==> config.mk <==
export PLATFORM = sky130hd
export DESIGN_NAME = ss_ramp_seq
export DESIGN_NICKNAME = d
export VERILOG_FILES = /design/src/rtl/ss_seq_pkg.sv /design/src/rtl/ss_step_timer.sv /design/src/rtl/ss_id_qualifier.sv /design/src/rtl/ss_ready_timer.sv /design/src/rtl/ss_ramp_seq.sv
export SDC_FILE = /design/constraint.sdc
export NUM_CORES = 1
export LEC_CHECK = 0
export BUFFER_PORTS_ARGS = -buffer_cell sky130_fd_sc_hd__clkbuf_2
export CORE_MARGIN = 4
export CORE_UTILIZATION = 50
export DETAILED_ROUTE_END_ITERATION = 12
export PLACE_DENSITY = 0.68
export SETUP_SLACK_MARGIN = 0.4
export SLEW_MARGIN = 20
export SYNTH_ARGS = -nofsm -noshare
export SYNTH_HDL_FRONTEND = slang
export SYNTH_HIERARCHICAL = 1
export SYNTH_SLANG_ARGS = --single-unit
==> constraint.sdc <==
create_clock -name clk -period 3.3 [get_ports clk]
set_input_delay 0.495 -clock clk [delete_from_list [all_inputs] [get_ports clk]]
set_output_delay 0.495 -clock clk [all_outputs]
set_load 0.005 [all_outputs]
==> src/rtl/ss_seq_pkg.sv <==
package ss_seq_pkg;
  typedef enum logic [2:0] {
    PH_IDLE  = 3'd0,
    PH_RAMP1 = 3'd1,
    PH_WAIT  = 3'd2,
    PH_RAMP2 = 3'd3,
    PH_DELAY = 3'd4,
    PH_DONE  = 3'd5
  } ss_phase_e;
endpackage

==> src/rtl/ss_step_timer.sv <==
module ss_step_timer #(
  parameter int TICK_W = 16
) (
  input  logic              clk,
  input  logic              rst_n,
  input  logic              clr,
  input  logic              active,
  input  logic [TICK_W-1:0] period,
  output logic              tick
);
  logic [TICK_W-1:0] cnt_q;
  logic [TICK_W-1:0] last;

  // A period of zero behaves as one cycle per step.
  assign last = (period == '0) ? '0 : period - 1'b1;
  assign tick = active && (cnt_q >= last);

  always_ff @(posedge clk or negedge rst_n) begin
    if (!rst_n)               cnt_q <= '0;
    else if (clr || !active)  cnt_q <= '0;
    else if (cnt_q >= last)   cnt_q <= '0;
    else                      cnt_q <= cnt_q + 1'b1;
  end

  // a live counter never runs past the programmed interval
  p_tick_bound_r2: assert property (@(posedge clk) disable iff (!rst_n)
    (active && !clr && $stable(period) && $past(active)) |-> (cnt_q <= last));
endmodule

==> src/rtl/ss_id_qualifier.sv <==
module ss_id_qualifier #(
  parameter int          CODE_W      = 8,
  parameter int          QUAL_CYCLES = 25,
  parameter logic [7:0]  OFF_CODE    = 8'd0
) (
  input  logic              clk,
  input  logic              rst_n,
  input  logic              clr,
  input  logic [CODE_W-1:0] id_code,
  input  logic              id_valid,
  output logic              locked,
  output logic [CODE_W-1:0] target
);
  localparam int QW = $clog2(QUAL_CYCLES + 1);
  localparam logic [QW-1:0] QLAST = QW'(QUAL_CYCLES - 1);

  logic [QW-1:0]     qcnt_q;
  logic [CODE_W-1:0] hold_q;
  logic              usable;

  assign usable = id_valid && (id_code != CODE_W'(OFF_CODE));

  always_ff @(posedge clk or negedge rst_n) begin
    if (!rst_n) begin
      qcnt_q <= '0;
      hold_q <= '0;
      locked <= 1'b0;
      target <= '0;
    end else if (clr) begin
      qcnt_q <= '0;
      hold_q <= '0;
      locked <= 1'b0;
      target <= '0;
    end else if (!locked) begin
      if (!usable || id_code != hold_q) begin
        hold_q <= id_code;
        qcnt_q <= usable ? QW'(1) : '0;
      end else begin
        qcnt_q <= qcnt_q + 1'b1;
        if (qcnt_q == QLAST) begin
          locked <= 1'b1;
          target <= id_code;
        end
      end
    end
  end

  // an accepted target stays fixed until the next restart
  p_target_frozen_r4: assert property (@(posedge clk) disable iff (!rst_n)
    ($past(locked) && locked) |-> $stable(target));
  // the off-code is never accepted as a target
  p_no_off_target_r4: assert property (@(posedge clk) disable iff (!rst_n)
    locked |-> (target != CODE_W'(OFF_CODE)));
endmodule

==> src/rtl/ss_ready_timer.sv <==
module ss_ready_timer #(
  parameter int READY_CYCLES = 4250
) (
  input  logic clk,
  input  logic rst_n,
  input  logic clr,
  input  logic active,
  output logic expired
);
  localparam int DW = $clog2(READY_CYCLES + 1);
  localparam logic [DW-1:0] DLAST = DW'(READY_CYCLES - 1);

  logic [DW-1:0] cnt_q;

  assign expired = active && (cnt_q == DLAST);

  always_ff @(posedge clk or negedge rst_n) begin
    if (!rst_n)              cnt_q <= '0;
    else if (clr || !active) cnt_q <= '0;
    else                     cnt_q <= cnt_q + 1'b1;
  end

  // the count never passes the last delay cycle
  p_delay_bound_r7: assert property (@(posedge clk) disable iff (!rst_n)
    active |-> (cnt_q <= DLAST));
endmodule

==> src/rtl/ss_ramp_seq.sv <==
module ss_ramp_seq
  import ss_seq_pkg::*;
#(
  parameter int         CODE_W       = 8,
  parameter int         TICK_W       = 16,
  parameter int         MID_CODE     = 176,
  parameter int         QUAL_CYCLES  = 25,
  parameter int         READY_CYCLES = 4250,
  parameter logic [7:0] OFF_CODE     = 8'd0
) (
  input  logic              clk,
  input  logic              rst_n,
  input  logic              enable,
  input  logic              por_good,
  input  logic [CODE_W-1:0] vid_code,
  input  logic              vid_valid,
  input  logic [TICK_W-1:0] step_period,
  output logic [CODE_W-1:0] ref_code,
  output logic [2:0]        phase,
  output logic              pwr_ready
);
  localparam logic [CODE_W-1:0] MID = CODE_W'(MID_CODE);

  ss_phase_e         phase_q, phase_d;
  logic [CODE_W-1:0] code_q, code_d;
  logic              run, clr, tick, locked, expired, ramping;
  logic [CODE_W-1:0] target;

  assign run     = enable && por_good && !(vid_valid && vid_code == CODE_W'(OFF_CODE));
  assign clr     = !run;
  assign ramping = (phase_q == PH_RAMP1) || (phase_q == PH_RAMP2);

  ss_step_timer #(.TICK_W(TICK_W)) u_timer (
    .clk(clk), .rst_n(rst_n), .clr(clr), .active(ramping),
    .period(step_period), .tick(tick)
  );

  ss_id_qualifier #(.CODE_W(CODE_W), .QUAL_CYCLES(QUAL_CYCLES), .OFF_CODE(OFF_CODE)) u_qual (
    .clk(clk), .rst_n(rst_n), .clr(clr), .id_code(vid_code),
    .id_valid(vid_valid), .locked(locked), .target(target)
  );

  ss_ready_timer #(.READY_CYCLES(READY_CYCLES)) u_ready (
    .clk(clk), .rst_n(rst_n), .clr(clr),
    .active(phase_q == PH_DELAY), .expired(expired)
  );

  always_comb begin
    phase_d = phase_q;
    code_d  = code_q;
    unique case (phase_q)
      PH_IDLE: begin
        phase_d = PH_RAMP1;
        code_d  = '0;
      end
      PH_RAMP1: begin
        if (locked && code_q >= target) begin
          phase_d = PH_DELAY;
          code_d  = target;
        end else if (code_q >= MID) begin
          phase_d = PH_WAIT;
        end else if (tick) begin
          code_d = code_q + 1'b1;
        end
      end
      PH_WAIT: begin
        if (locked) phase_d = PH_RAMP2;
      end
      PH_RAMP2: begin
        if (code_q >= target) begin
          phase_d = PH_DELAY;
          code_d  = target;
        end else if (tick) begin
          code_d = code_q + 1'b1;
        end
      end
      PH_DELAY: begin
        if (expired) phase_d = PH_DONE;
      end
      PH_DONE: ;
      default: begin
        phase_d = PH_IDLE;
        code_d  = '0;
      end
    endcase
  end

  always_ff @(posedge clk or negedge rst_n) begin
    if (!rst_n) begin
      phase_q <= PH_IDLE;
      code_q  <= '0;
    end else if (clr) begin
      phase_q <= PH_IDLE;
      code_q  <= '0;
    end else begin
      phase_q <= phase_d;
      code_q  <= code_d;
    end
  end

  assign ref_code  = run ? code_q : '0;
  assign phase     = run ? phase_q : PH_IDLE;
  assign pwr_ready = run && (phase_q == PH_DONE);

  // inside a ramp the code moves by at most one LSB per cycle
  p_single_step_r2: assert property (@(posedge clk) disable iff (!rst_n)
    (phase_q == PH_RAMP1 && $past(phase_q) == PH_RAMP1) |->
      (code_q == $past(code_q) || code_q == $past(code_q) + 1'b1));
  // the first ramp never passes the plateau
  p_plateau_cap_r3: assert property (@(posedge clk) disable iff (!rst_n)
    (phase_q == PH_RAMP1 || phase_q == PH_WAIT) |-> (code_q <= MID));
  // once settled the code equals the accepted target
  p_settled_on_target_r6: assert property (@(posedge clk) disable iff (!rst_n)
    (phase_q == PH_DELAY || phase_q == PH_DONE) |-> (locked && code_q == target));
  // ready only with the block running
  p_ready_needs_run_r1: assert property (@(posedge clk) disable iff (!rst_n)
    pwr_ready |-> (enable && por_good));
endmodule

==> metrics.md <==
| Metric | Value |
|---|---|
| Critical path type | in2reg |
| Worst Tran Pin Value | 0.642 ns |
| Worst hold margin | 0.142 ns |
| Number of global-route vias before repair | 4,562 |
| Worst slew margin | 56.8% |
| Final setup fails | 2 |
| Worst EP required | 3.57 ns |
| # fillers | 828 |
| Register-to-Register Path Depth | 12 |
| Reg-to-Reg Start | u_timer/cnt_q[0] |
| CTS Root Cell | clkbuf_8 |
| Met1 Wirelength | 5.58 mm |
| CP Launch Type | input port |
| Initial core utilization | 51.3% |
| Die Wd | 108 um |
| DR pass1 iterations | 5 |
| Period utilization | 103% |
| CTS tree | yes |
| # diodes | 0 |
| Crit. End Element | register |
| WL/cell | 17.1 um |
| Synth unique cells | 75 |
| Power consumption | 1.69 mW |
| Placed Cells | 744 |
| Remaining antenna violation count after routing | 0 |
| Fin. Hold Viols | 0 |
| Final GP Congestion | 0.884 |
| Syn avg cell area | 9.10 um2 |
| Synth async-reset ratio | 100% |
| Clock sink count | 62 |
| Die Area | 0.0117 mm2 |
| Layout Skew | 0.0125 ns |
| CTS Buf Count | 9 |
| Most common cell after layout, fill and taps aside | dfrtp_1 |
| Critical-path top delay cell | or3_4 |
| Unrepaired setup endpoints after global routing | yes |
| PortBufs | 40 |
| Post-synth top flop | dfrtp_1 |
| First-pass GRT wire length | 21.3 mm |
| EDFF count, synth | 0 |
| Post-route insts no fill | 771 |
| GRT Residual Overflow | 0 |
| Max_cap viols | 0 |
| Leak Pwr | 2.62 nW |
| Via-per-instance ratio | 5.93 |
| Rows | 36 |
| Commonest non-fill, non-tap cells in the layout | 62 x dfrtp_1, 44 x buf_4, 36 x nand2_1 |
| Hold Crit Class | in2async |
| Post-CTS Hold Fix Bufs | 0 |
| Peak VDD IR | 0.219 mV |
| Cell count after synthesis | 551 |
| Post-route setup slack | -0.0935 ns |
| Clock latency at the later pin of the worst-skew pair | 0.35 ns |
| Max Root-Sink Buffers | 2 |
| Share of cells above drive strength 1 | 27.9% |
| Status | complete, but fails checks |
| 1st-iter DRT viols | 216 |
| YS warnings | 6 |
| Layout Utilization | 63.4% |
| CP Max Fanout | 5 |
| R2r setup slk | 0.68 ns |
| WL met2 | 6.84 mm |
| Area growth syn-to-layout | 23.7% |
| GR Util All Layers | 22.6% |
| Via Count | 4,571 |
| Crit path cell chain | clkbuf_8, nor4_4, buf_4, nand3_4, or3_4, mux2i_1, ha_1, and4_4, nand4_1, o221ai_4, o21a_1, and4_4, and3_4, and3_4, nor2b_1, mux2i_1, o2bb2ai_1 |
| IO Pins | 41 |
| Seq/Total Area, Yosys | 30.9% |
| Fin. max-slew vios | 0 |
| Drt total wl | 13.2 mm |
| Antenna violations before repair | 0 |
| Largest net degree at the start of global routing | 43 |
| Fmax | 0.295 GHz |
| Minimum clock period | 3.39 ns |
| Flops & latches, synth | 62 |
| WL met3 | 510 um |
| Synthesized area | 0.00501 mm2 |
| R2r endpoint | code_q[7] |
| H-tree Lvls | 3 |
| Final #Nets | 695 |
| Worst path arrival time | 3.66 ns |
| Pwr dens | 273 mW/mm2 |
| Net count after synthesis | 613 |
| Clock slew seen by the registers of the worst setup and hold paths | 0.08 ns |
| DP Wirelength | 8.98 mm |
| Post-detailed-route DRC marker count | 0 |
| Top layer in use | met4 |
| Crit-path max cell delay | 0.38 ns |
| Failing checks | negative setup slack |
| Die height | 108 um |
| CORE AREA | 0.00977 mm2 |
## sequential cells by signal (all words and copies together), names as in the netlist
register,flops
phase_q,3
u_qual/locked,1
u_qual/hold_q,8
u_qual/qcnt_q,5
u_ready/cnt_q,13
u_timer/cnt_q,16
code_q,8
u_qual/target,8
## stage by stage
| step | setup slack, ns | TNS, ns | area [um2] |
|---|---|---|---|
| final | -0.0935 | -0.133 | 6200 |
| after floorplan | -0.272 | -0.488 | 5050 |
| after global placement | -0.436 | -3.79 | 5620 |
| after detailed placement | -0.510 | -5.53 | 5620 |
| after global routing | -0.207 | -0.490 | 6200 |
| after CTS | -0.0302 | -0.0302 | 5990 |
## where the power goes
| part | switching (mW) | internal [mW] |
|---|---|---|
| logic | 0.147 | 0.115 |
| registers | 0.0115 | 0.768 |
| clock network | 0.317 | 0.332 |
## layer usage
| metal | vias to the layer above | track usage [%] |
|---|---|---|
| met1 | 2260 | 27.0 |
| met2 | 102 | 40.7 |
| met3 | 26 | 4.54 |
| met4 | 0 | 7.48 |
| met5 | - | 0 |
| li1 | 2183 | - |
## area by class of cell
class / instances / area, um2 / share of cell area, %
Clock buffer: 13 / 169 / 2.72
Clock inverter: 3 / 17.5 / 0.282
Inverter: 27 / 101 / 1.63
Multi-Input combinational cell: 441 / 3530 / 56.9
Sequential cell: 62 / 1550 / 25.0
Tap cell: 133 / 166 / 2.68
Timing Repair Buffer: 92 / 669 / 10.8
## cells in the mapped netlist, drive strengths merged (8+ instances only)
| cell | number | area (um2) |
|---|---|---|
| dfrtp | 62 | 1550 |
| or4 | 11 | 82.6 |
| nor3 | 30 | 205 |
| nor4 | 9 | 86.3 |
| mux2i | 20 | 200 |
| nor2 | 33 | 126 |
| nand4 | 23 | 156 |
| a21oi | 18 | 90.1 |
| clkbuf | 10 | 37.5 |
| nand3 | 24 | 130 |
| ha | 33 | 413 |
| nand2 | 40 | 153 |
| a22oi | 8 | 60.1 |
| inv | 27 | 101 |
| o21a | 8 | 61.3 |
| nand2b | 25 | 164 |
| buf | 11 | 66.3 |
| o21ai | 24 | 124 |
| xnor2 | 27 | 267 |
| and2 | 12 | 75.1 |
| nor2b | 17 | 106 |
## how the worst max path moves through the flow
stage	cells past startpoint	from	endpoint
detailed placement	16	step_period[2]	code_q[7]
finish	17	step_period[5]	code_q[7]
CTS	16	step_period[9]	code_q[7]
global placement	16	step_period[2]	code_q[7]
global route	16	step_period[6]	code_q[7]
floorplan	15	step_period[2]	code_q[7]
## kinds of logic after synthesis
| group | count (synthesis) | synth area share (%) |
|---|---|---|
| muxes | 21 | 4.22 |
| adders and majority gates | 33 | 8.23 |
| DFF | 62 | 30.9 |
| xor gates and xnor gates | 33 | 6.36 |
| and+or+nand+nor | 253 | 30.2 |
| buffers and inverters | 48 | 4.09 |
| AOI/OAI and AO/OA | 101 | 16.0 |
## worst max-delay path: cells and delay by family
family                   cells  cell delay (ns)
buffers and inverters        2             0.30
AO/OA/AOI/OAI                3             0.52
AND/OR/NAND/NOR              9             1.86
multiplexers                 2             0.20
adder cells (fa/ha/maj)      1             0.27
## timing repair
item / in CTS / in global routing
setup endpoints to repair: 23 / 24
setup buffers: 6 / 4
pin swaps: 16 / 15
gates resized for setup: 26 / 33
endpoints found under the hold margin: 0 / 0
gates cloned: 0 / 1
(Power assumes the default switching activity.)
